`src/rtl/dbgm_pkg.sv`:
```
package dbgm_pkg;
  typedef enum logic [1:0] {
    KIND_EXEC = 2'b00,
    KIND_DWR  = 2'b01,
    KIND_IO   = 2'b10,
    KIND_DRW  = 2'b11
  } slot_kind_e;

  localparam int unsigned KIND_BASE   = 16;
  localparam int unsigned KIND_STRIDE = 4;
  localparam int unsigned KIND_W      = 2;
endpackage

```
`src/rtl/dbgm_ctrl_decode.sv`:
```
module dbgm_ctrl_decode
  import dbgm_pkg::*;
#(
  parameter int unsigned NSLOT  = 4,
  parameter int unsigned CTRL_W = 32
) (
  input  logic [CTRL_W-1:0]       ctrl_i,
  output logic [NSLOT*KIND_W-1:0] kinds_o,
  output logic [NSLOT-1:0]        en_o
);
  logic unused_ctrl_bits;
  assign unused_ctrl_bits = ^ctrl_i;

  for (genvar n = 0; n < NSLOT; n++) begin : g_field
    // either of the two enable bits arms the slot
    assign en_o[n] = ctrl_i[2*n] | ctrl_i[2*n+1];
    assign kinds_o[n*KIND_W +: KIND_W] = ctrl_i[KIND_BASE + KIND_STRIDE*n +: KIND_W];
  end
endmodule

```
`src/rtl/dbgm_slot.sv`:
```
module dbgm_slot
  import dbgm_pkg::*;
#(
  parameter int unsigned ADDR_W = 32
) (
  input  logic [KIND_W-1:0] kind_i,
  input  logic              en_i,
  input  logic [ADDR_W-1:0] addr_i,
  input  logic [ADDR_W-1:0] ip_i,
  input  logic              wp_hit_i,
  output logic              hit_o,
  output logic              armed_o
);
  always_comb begin
    case (kind_i)
      KIND_EXEC:          hit_o = (addr_i == ip_i);
      KIND_DWR, KIND_DRW: hit_o = wp_hit_i;
      default:            hit_o = 1'b0;
    endcase
  end

  assign armed_o = hit_o & en_i;
endmodule

```
`src/rtl/dbgm_reduce.sv`:
```
module dbgm_reduce #(
  parameter int unsigned NSLOT = 4
) (
  input  logic [NSLOT-1:0] armed_i,
  input  logic             force_i,
  output logic             raise_o,
  output logic             write_o
);
  assign raise_o = |armed_i;
  assign write_o = raise_o | force_i;
endmodule

```
`src/rtl/dbg_bp_match.sv`:
```
module dbg_bp_match
  import dbgm_pkg::*;
#(
  parameter int unsigned NSLOT  = 4,
  parameter int unsigned ADDR_W = 32,
  parameter int unsigned CTRL_W = 32,
  parameter int unsigned STAT_W = 32
) (
  input  logic                    clk,
  input  logic                    rst,
  input  logic                    chk_i,
  input  logic                    force_i,
  input  logic [ADDR_W-1:0]       ip_i,
  input  logic [NSLOT*ADDR_W-1:0] bp_addr_i,
  input  logic [NSLOT-1:0]        wp_hit_i,
  input  logic [CTRL_W-1:0]       ctrl_i,
  input  logic [STAT_W-1:0]       stat_i,
  output logic [STAT_W-1:0]       stat_o,
  output logic                    stat_we_o,
  output logic                    exc_o
);
  localparam int unsigned KINDS_W = NSLOT * KIND_W;

  logic [KINDS_W-1:0] kinds;
  logic [NSLOT-1:0]   slot_en;
  logic [NSLOT-1:0]   hit;
  logic [NSLOT-1:0]   armed;
  logic               raise;
  logic               write;
  logic [STAT_W-1:0]  stat_nxt;

  dbgm_ctrl_decode #(.NSLOT(NSLOT), .CTRL_W(CTRL_W)) u_dec (
    .ctrl_i  (ctrl_i),
    .kinds_o (kinds),
    .en_o    (slot_en)
  );

  for (genvar n = 0; n < NSLOT; n++) begin : g_slot
    dbgm_slot #(.ADDR_W(ADDR_W)) u_slot (
      .kind_i   (kinds[n*KIND_W +: KIND_W]),
      .en_i     (slot_en[n]),
      .addr_i   (bp_addr_i[n*ADDR_W +: ADDR_W]),
      .ip_i     (ip_i),
      .wp_hit_i (wp_hit_i[n]),
      .hit_o    (hit[n]),
      .armed_o  (armed[n])
    );
  end

  dbgm_reduce #(.NSLOT(NSLOT)) u_red (
    .armed_i (armed),
    .force_i (force_i),
    .raise_o (raise),
    .write_o (write)
  );

  // upper status kept, per-slot bits rebuilt from every hit
  assign stat_nxt = {stat_i[STAT_W-1:NSLOT], hit};

  always_ff @(posedge clk) begin
    if (rst) begin
      stat_o    <= '0;
      stat_we_o <= 1'b0;
      exc_o     <= 1'b0;
    end else begin
      stat_we_o <= chk_i & write;
      exc_o     <= chk_i & raise;
      if (chk_i) stat_o <= stat_nxt;
    end
  end
endmodule

```
`config.mk`:
```
export PLATFORM = sky130hd
export DESIGN_NAME = dbg_bp_match
export DESIGN_NICKNAME = d
export VERILOG_FILES = /design/src/rtl/dbgm_pkg.sv /design/src/rtl/dbgm_ctrl_decode.sv /design/src/rtl/dbgm_slot.sv /design/src/rtl/dbgm_reduce.sv /design/src/rtl/dbg_bp_match.sv
export SDC_FILE = /design/constraint.sdc
export NUM_CORES = 1
export LEC_CHECK = 0
export CORE_ASPECT_RATIO = 0.5
export CORE_MARGIN = 4
export CORE_UTILIZATION = 30
export CTS_BUF_LIST = sky130_fd_sc_hd__clkbuf_8 sky130_fd_sc_hd__clkbuf_16
export DETAILED_ROUTE_END_ITERATION = 8
export PLACE_DENSITY = 0.79
export SETUP_SLACK_MARGIN = 0.4
export SLEW_MARGIN = 20
export SYNTH_ARGS = -nofsm -noshare
export SYNTH_HDL_FRONTEND = slang
export SYNTH_SLANG_ARGS = --single-unit
```
`constraint.sdc`:
```
create_clock -name clk -period 2.6 [get_ports clk]
set_input_delay 0.65 -clock clk [delete_from_list [all_inputs] [get_ports clk]]
set_output_delay 0.65 -clock clk [all_outputs]
set_load 0.05 [all_outputs]
```
==> impl_metrics.ini, run 1 <==
[floorplanning]
floorplan.initialDensity_pct = 30.95
fp-row-count = 24
design.portCount = 266
floorplan.core_area_um2 = 8768
floorplan.die.height_um = 75.26
fp.dieArea_um2 = 10720
die_w_um = 142.5

[sta]
timing.final.crit_share_pct = 85.09
setup_violations = 0
timing.slew.headroom_pct = 62.76
achievable-frequency_mhz = 452.0
post-route-min-period_ns = 2.212
worst-slew-pin-transition_ns = 0.5569
finalClockSkew_ns = 0
timing_hold_violations_final = 0
slew_viols_final = 0
grt_setup_unrepaired = true

[detailed_routing]
drt-pass1-iter-count = 4
post-route-drc-count = 0
routedWlPerCell_um = 17.93
finalWirelength_um = 12760
ant_nets = 0
detail_route.iter0.violations = 96
via_count = 3354
vias_per_cell = 4.711

[synthesis]
synthesis.area_um2 = 2714
synth_nets = 541
async_reset_ff_share_pct = 0
synth_sequential_area_ratio_pct = 25.08
synth_top_cells_by_area = xor2_1, dfxtp_1, xnor2_1, mux2i_1, nor2_1
synth.top_cells.by_count = xor2_1, xnor2_1, nor2_1
synth_edf_count = 0
syn-mean-instance-area_um2 = 8.783
synth-seq-cells = 34
synth_warn = 0
synth_cell_types = 33
syn-instance-count = 309
synth_top_cell_area_share_pct = 25.82
synth_top_area_cell = xor2_1
yosys.cell_count.top_type = xor2_1
synth-main-ff-cell = dfxtp_1

[setup_path]
reg2reg_setup_slack_ns = 1.91
critical-path-max-stage-delay_ns = 0.50
r2r_start = stat_o[3]
criticalPathCategory = in2reg
crit_required_ns = 2.79
worstPathCellList = clkdlybuf4s50_1, xnor2_2, nand4_1, nor4_2, buf_4, nand4b_1, nor3b_4, a41oi_2
worstReg2RegEnd = stat_o[3]
reg2regPathDepth = 2
crit_path_top_delay_cell = clkdlybuf4s50_1
cp.arrival_ns = 2.41
start_kind = input pin
endpoint_kind = flop
worstPathMaxFanout = 2

[worst_hold_path]
holdCritPathClass = reg2reg
timing.hold.worst_path_depth = 2
min-delay-start = stat_o[1]
holdPathEnd = stat_o[1]

[placed_design]
placed_cells_incl_taps = 701
placement.io_buffers = 245
placed_cell_area_um2 = 5579
finalWeightedCongestion = 0.8216
hpwlAfterDp_um = 10870

[cells_and_area]
layout-drive-gt1-share_pct = 16.97
area_growth_pct = 123.3
layout.cell_area.non_filler_um2 = 6060
final_core_utilization_pct = 69.11
final_cell_count_no_fill = 712
layout.nets = 826
antenna_cells_inserted = 0
fill_cells = 706

[pwr]
leakage_power_total_uw = 0.002706
ir_worst_vdd_v = 0.0003024
totalPowerFinal_uw = 2042
p_per_area_nw_per_um2 = 337.0

[flow_run]
cap_violations = 0

[cts]
ctsLongestPathBuffers = 2
clk_pin_slew_worst_paths_ns = 0.05
clock_tree_from_tritoncts = built
clock_sink_count = 34
number_of_levels_in_the_clock_h_tree = 2
cts_inserted_buffers = 5
root_buffer = clkbuf_16
clk_latency_ns = 0.27
ctsHoldBuffers = 0

[global_routing]
grt_first_pass_wirelength_um = 17820
largest_net_degree_at_the_start_of_global_routing = 22
global_route.overflow_total = 0
antenna_found_initial = 0
globalRouteTotalUtil_pct = 21.70
via_count_of_the_first_global_routing_pass = 3547

[outcome]
status = finished, final reports clean
==> area by class of cell <==
class | instances | area (µm²) | area share, %
inverters | 3 | 11.26 | 0.1858
multi-input cells | 263 | 2265 | 37.37
well taps | 117 | 146.4 | 2.416
flip-flops and latches | 34 | 680.7 | 11.23
clock buffers | 6 | 138.9 | 2.292
clock inverters | 2 | 8.758 | 0.1445
repair buffers | 287 | 2809 | 46.36
==> timing repair <==
item / CTS / global route
setup endpoints to repair: 6 / 6
gates resized for setup: 52 / 84
setup buffers: 2 / 1
cloned: 0 / 0
pin swaps: 20 / 44
==> logic make-up after synthesis <==
kind of cell,share of synthesized area (%)
and+or+nand+nor,18.21
AOI/OAI and AO/OA,4.380
muxes,10.33
xor gates and xnor gates,40.34
DFF,25.08
buffers and inverters,1.660
==> cell usage in the layout (no fill, tap or decap), drive strengths merged, types with 2 or more instances in the layout <==
cell | netlist | final
clkdlybuf4s50 | 0 | 177
xor2 | 80 | 80
xnor2 | 45 | 45
buf | 2 | 43
nor2 | 36 | 36
dfxtp | 34 | 34
dlymetal6s2s | 0 | 34
mux2i | 28 | 28
dlygate4sd2 | 0 | 21
nor4 | 20 | 20
clkbuf | 7 | 14
nand4 | 13 | 13
nor3 | 7 | 7
nand2 | 5 | 5
inv | 3 | 4
clkdlybuf4s15 | 0 | 4
nand3 | 4 | 4
nand2b | 3 | 3
o211ai | 3 | 3
a211oi | 2 | 2
o2111ai | 2 | 2
or4 | 2 | 2
==> sequential cells by signal (all words and copies together), names as in the netlist <==
name,count
stat_we_o,1
exc_o,1
stat_o,32
==> layer usage <==
layer	part of all wire [%]	track usage [%]
met5	0	0
met3	5.6	4.505
met1	37	22.73
met2	55	44.07
met4	2.7	7.271
==> power by group <==
part | switching, µW | leakage [µW] | total (µW) | internal (µW)
clock | 197 | 0.0000780 | 572 | 375
sequential | 14.9 | 0.000281 | 568 | 554
combinational | 405 | 0.00235 | 902 | 497
==> worst max-delay path, delay by kind of cell <==
family                 cells  cell delay [ns]
AO/OA/AOI/OAI              1             0.16
buffers and inverters      2             0.66
AND/OR/NAND/NOR            4             0.79
XOR/XNOR                   1             0.13
==> how the worst max path moves through the flow <==
stage | from | end | cells past startpoint
final | bp_addr_i[53] | stat_we_o | 8
after global routing | bp_addr_i[44] | stat_we_o | 7
after CTS | ip_i[5] | stat_we_o | 8
after detailed placement | ip_i[6] | stat_we_o | 8
after global placement | ip_i[6] | stat_we_o | 8
after floorplan | ip_i[30] | stat_we_o | 6
==> stage by stage <==
stage / TNS (ns) / hold WS [ns] / setup slack, ns
5_1_grt: 0 / 0.5163 / 0.3112
3_5_place_dp: -0.6324 / 0.4777 / -0.1890
4_1_cts: 0 / 0.4841 / 0.3912
2_1_floorplan: 0 / 0.7021 / 0.5516
6_report: 0 / 0.4852 / 0.3876
3_3_place_gp: -0.5968 / 0.4719 / -0.1852
Note: power is estimated with default switching activity, not from simulation.
==> run 2, diff against run 1 <==
SETUP_SLACK_MARGIN = 0.5   (was 0.4)
==> impl_metrics.ini, run 2 (synthesis gave the netlist of run 1 again) <==
[detailed_routing]
ant_nets = 0
routedWlPerCell_um = 18.32
drt-pass1-iter-count = 4
detail_route.iter0.violations = 81
via_count = 3397
vias_per_cell = 4.758
finalWirelength_um = 13080
post-route-drc-count = 0

[pwr]
p_switching_uw = 627.6
pwr-share-comb_pct = 43.9
switching_share_of_total_power_pct = 30.85
ir_worst_vdd_v = 0.0003031
p_per_area_nw_per_um2 = 334.8
internal_power_uw = 1406
power_frac_seq_pct = 27.9
leakage_power_total_uw = 0.002985
clock_power_share_pct = 28.2

[outcome]
status = finished, final reports clean

[cts]
cts_inserted_buffers = 5
ctsHoldBuffers = 0
clk_pin_slew_worst_paths_ns = 0.05
clk_latency_ns = 0.27
clock_tree_from_tritoncts = built
clock_sink_count = 34
root_buffer = clkbuf_16
number_of_levels_in_the_clock_h_tree = 2
ctsLongestPathBuffers = 2

[sta]
achievable-frequency_mhz = 475.5
setup_violations = 0
timing_hold_violations_final = 0
timing.slew.headroom_pct = 62.41
grt_setup_unrepaired = true
finalWorstSetupSlack_ns = 0.4971
timing.final.crit_share_pct = 80.88
worst-slew-pin-transition_ns = 0.5629
finalClockSkew_ns = 0
post-route-min-period_ns = 2.103
slew_viols_final = 0

[floorplanning]
floorplan.die.height_um = 75.26
floorplan.core_area_um2 = 8768
design.portCount = 266
die_w_um = 142.5
fp-row-count = 24
fp.dieArea_um2 = 10720
floorplan.initialDensity_pct = 30.95

[placed_design]
placed_cells_incl_taps = 701
placement.io_buffers = 245
finalWeightedCongestion = 0.8216
hpwlAfterDp_um = 10870
post-place-ws_ns = -0.1890

[cells_and_area]
fill_cells = 700
final-seq-area_um2 = 680.7
final_cell_count_no_fill = 714
largest_register_ff_count = 32
reg_top3 = stat_o (32), exc_o (1), stat_we_o (1)
final_cell_mix = clkdlybuf4s50_1, xor2_1, dlymetal6s2s_1, dlygate4sd2_1, xnor2_1
layout-drive-gt1-share_pct = 19.80
final_core_utilization_pct = 69.29
layout.nets = 827
area_of_combinational_cells_with_multiple_inputs_um2 = 2283
layout_commonest_cell = clkdlybuf4s50_1
area_growth_pct = 123.9
max_flop_register = stat_o

[setup_path]
crit_path_top_delay_cell = nor4_2
critical-path-max-stage-delay_ns = 0.31
crit_required_ns = 2.79
worstPathMaxFanout = 3
start_kind = input pin
worstPathCellList = dlygate4sd2_1, buf_6, xor2_1, nor4_2, nand3_1, nor4_4, nor3b_4, a41oi_2
endpoint_kind = flop
cp.arrival_ns = 2.30
criticalPathCategory = in2reg

[global_routing]
global_route.overflow_total = 0
grt_first_pass_wirelength_um = 18080
antenna_found_initial = 1
largest_net_degree_at_the_start_of_global_routing = 22
globalRouteTotalUtil_pct = 21.97
via_count_of_the_first_global_routing_pass = 3575

[flow_run]
cap_violations = 0

[worst_hold_path]
holdCritPathClass = reg2reg
run 2: cell count changes in the layout (fill, tap and decap cells not counted), sizes merged:
cell,previous run,this run
buf,43,49
diode,0,1
dlymetal6s2s,34,51
clkdlybuf4s15,4,10
clkdlybuf4s50,177,125
clkbuf,14,18
dlygate4sd2,21,41
run 2: through the flow:
| stage | hold WS [ns] | instance area, µm² | setup TNS (ns) | power [µW] |
|---|---|---|---|---|
| 2_1_floorplan | 0.7021 | 2714 | 0 | 917.0 |
| 4_1_cts | 0.4841 | 5848 | 0 | 2026 |
| 3_3_place_gp | 0.4719 | 5579 | -0.5968 | 1439 |
| 6_report | 0.4844 | 6076 | 0 | 2034 |
| 5_1_grt | 0.5163 | 6076 | 0 | 2120 |
| 3_5_place_dp | 0.4777 | 5579 | -0.6324 | 1452 |
run 2: worst max-delay path, delay by kind of cell:
kind / cells / cell delay (ns)
compound gates: 1 / 0.16
xor+xnor: 1 / 0.17
buf+inv: 2 / 0.41
simple gates: 4 / 0.90
run 2: worst paths after layout:
| kind | start | endpoint | slack [ns] | cells past startpoint |
|---|---|---|---|---|
| setup / recovery | ip_i[5] | stat_we_o | 0.50 | 8 |
| hold / removal | stat_o[1] | stat_o[1] | 0.48 | 2 |
| setup reg to reg | stat_o[1] | stat_o[1] | 1.91 | 2 |
| hold reg to reg | stat_o[1] | stat_o[1] | 0.48 | 2 |
run 2: layout make-up:
type | count | share of cell area (%)
Clock inverter | 2 | 0.1442
Sequential cell | 34 | 11.20
Tap cell | 117 | 2.409
Multi-Input combinational cell | 263 | 37.58
Clock buffer | 6 | 2.286
Antenna cell | 1 | 0.04119
Timing Repair Buffer | 288 | 46.15
Inverter | 3 | 0.1853
run 2: power by group through the flow:
| stage | sequential [µW] | combinational, µW | clock [µW] |
|---|---|---|---|
| after floorplan | 687 | 230 | 0 |
| after global placement | 577 | 862 | 0 |
| after detailed placement | 579 | 873 | 0 |
| after CTS | 569 | 874 | 584 |
| after global routing | 572 | 941 | 607 |
| final | 568 | 893 | 573 |
run 2: repair_timing:
item / 4_1_cts / 5_1_grt
pin swaps: 32 / 54
gates resized for setup: 121 / 109
buffers inserted: 4 / 0
setup endpoints to repair: 7 / 17
run 2: routing by layer:
metal,wire (µm),up-vias,GRT usage (%)
li1,-,1638,-
met1,4775,1613,22.58
met2,7190,116,44.23
met3,706,30,5.330
met4,412,0,8.008
met5,0,-,0
==> run 3, diff against run 2 <==
clock period = 2.1 ns   (was 2.6 ns; I/O delays follow)
==> impl_metrics.ini, run 3 (synthesis gave the netlist of run 1 again) <==
[outcome]
status = finished, final reports clean

[pwr]
totalPowerFinal_uw = 2545
p_per_area_nw_per_um2 = 409.6
leakage_power_total_uw = 0.002852
ir_worst_vdd_v = 0.0004371

[sta]
achievable-frequency_mhz = 535.5
finalClockSkew_ns = 0
slew_viols_final = 0
setup_violations = 0
post-route-min-period_ns = 1.868
worst_hold_slack_ns = 0.4813
timing.slew.headroom_pct = 71.16
grt_setup_unrepaired = true
timing_hold_violations_final = 0
worst-slew-pin-transition_ns = 0.4325
timing.final.crit_share_pct = 88.93

[cts]
number_of_levels_in_the_clock_h_tree = 2
clk_latency_ns = 0.27
root_buffer = clkbuf_16
clock_sink_count = 34
clock_tree_from_tritoncts = built
clk_pin_slew_worst_paths_ns = 0.05
cts_inserted_buffers = 5
ctsLongestPathBuffers = 2

[setup_path]
crit_path_top_delay_cell = clkdlybuf4s50_1
worstPathCellList = clkdlybuf4s50_1, xor2_1, nor4_1, nand3_1, nor3_4, o21ai_2, a41oi_2
r2r_start = stat_o[1]
cp.arrival_ns = 2.06
endpoint_kind = flop
cp_top_family = simple AND/OR/NAND/NOR gates
reg2regPathDepth = 2
criticalPathCategory = in2reg
critical-path-max-stage-delay_ns = 0.41
worstPathMaxFanout = 2
worstReg2RegEnd = stat_o[1]
crit_required_ns = 2.29
buf_inv_on_cp = 1
reg2reg_setup_slack_ns = 1.42
start_kind = input pin

[placed_design]
hpwlAfterDp_um = 10820
finalWeightedCongestion = 0.8742
placement.io_buffers = 245

[detailed_routing]
detail_route.iter0.violations = 96
routedWlPerCell_um = 18.18
vias_per_cell = 4.775
met3_wirelength_um = 742
met2_length_um = 7168
finalWirelength_um = 13270
route.top_layer_used = met4
wirelength_met1_um = 4979
post-route-drc-count = 0
ant_nets = 0
drt-pass1-iter-count = 4
via_count = 3486

[floorplanning]
die_w_um = 142.5
floorplan.core_area_um2 = 8768
fp-row-count = 24
floorplan.initialDensity_pct = 30.95
fp.dieArea_um2 = 10720
design.portCount = 266
floorplan.die.height_um = 75.26

[global_routing]
via_count_of_the_first_global_routing_pass = 3658
global_route.overflow_total = 0
grt_first_pass_wirelength_um = 18620
largest_net_degree_at_the_start_of_global_routing = 26
antenna_found_initial = 3
globalRouteTotalUtil_pct = 22.35

[cells_and_area]
final_cell_mix = xor2_1, clkdlybuf4s50_1, dlygate4sd2_1, buf_4, nor2_1
layout.nets = 841
area_of_combinational_cells_with_multiple_inputs_um2 = 2401
fill_cells = 678
max_flop_register = stat_o
layout-drive-gt1-share_pct = 33.93
final-seq-area_um2 = 680.7
reg_top3 = stat_o (32), exc_o (1), stat_we_o (1)
largest_register_ff_count = 32
area_growth_pct = 129.0

[flow_run]
cap_violations = 0

[worst_hold_path]
holdPathEnd = stat_o[3]
timing.hold.worst_path_depth = 2
min-delay-start = stat_o[3]
holdCritPathClass = reg2reg
==> run 3: layout make-up <==
cell class / instances / area share (%)
clock inverters: 2 / 0.1410
repair buffers: 302 / 45.37
multi-input cells: 263 / 38.64
well taps: 117 / 2.356
diodes: 3 / 0.1208
flip-flops and latches: 34 / 10.95
inverters: 3 / 0.1812
clock buffers: 6 / 2.235
==> run 3: routing by layer <==
metal | up-vias | global-route usage [%]
met5 | - | 0
met4 | 0 | 6.639
met3 | 33 | 3.299
met2 | 156 | 44.18
met1 | 1634 | 25.40
li1 | 1663 | -
==> run 3: power by group <==
| part | internal [µW] | switching (µW) |
|---|---|---|
| clock network | 464 | 244 |
| registers | 685 | 18.1 |
| logic | 598 | 535 |
==> run 3: what timing repair did <==
action	4_1_cts	5_1_grt
resized for setup	395	109
hold buffers	0	0
pin swaps	77	48
buffers inserted	9	1
endpoints found under the setup margin	38	6
==> run 3: worst register-to-register path, stage by stage, from the launching register on <==
cell and delay [ns]:
dfxtp_1 0.33, nor2_1 0.05, a311oi_2 0.22
==> run 3: worst max-delay path by stage <==
stage | slack [ns] | from | end | cells past startpoint
after floorplan | 0.33 | ip_i[30] | stat_we_o | 6
after global placement | -0.51 | ip_i[21] | stat_we_o | 8
after detailed placement | -0.68 | ip_i[21] | stat_we_o | 8
after CTS | 0.30 | ip_i[8] | stat_we_o | 8
after global routing | 0.07 | bp_addr_i[4] | stat_o[0] | 7
final | 0.23 | bp_addr_i[4] | stat_we_o | 7
==> run 3: metrics by stage <==
step | utilization (%) | cell area, µm² | std cells | setup WS [ns] | setup TNS, ns
final | 70.86 | 6213 | 730 | 0.2325 | 0
after CTS | 68.65 | 6020 | 726 | 0.2979 | 0
after global placement | 64.48 | 5654 | 709 | -0.5126 | -2.488
after floorplan | - | 2748 | 309 | 0.3294 | 0
after detailed placement | 64.48 | 5654 | 709 | -0.6827 | -3.080
after global routing | 70.86 | 6213 | 730 | 0.06883 | 0
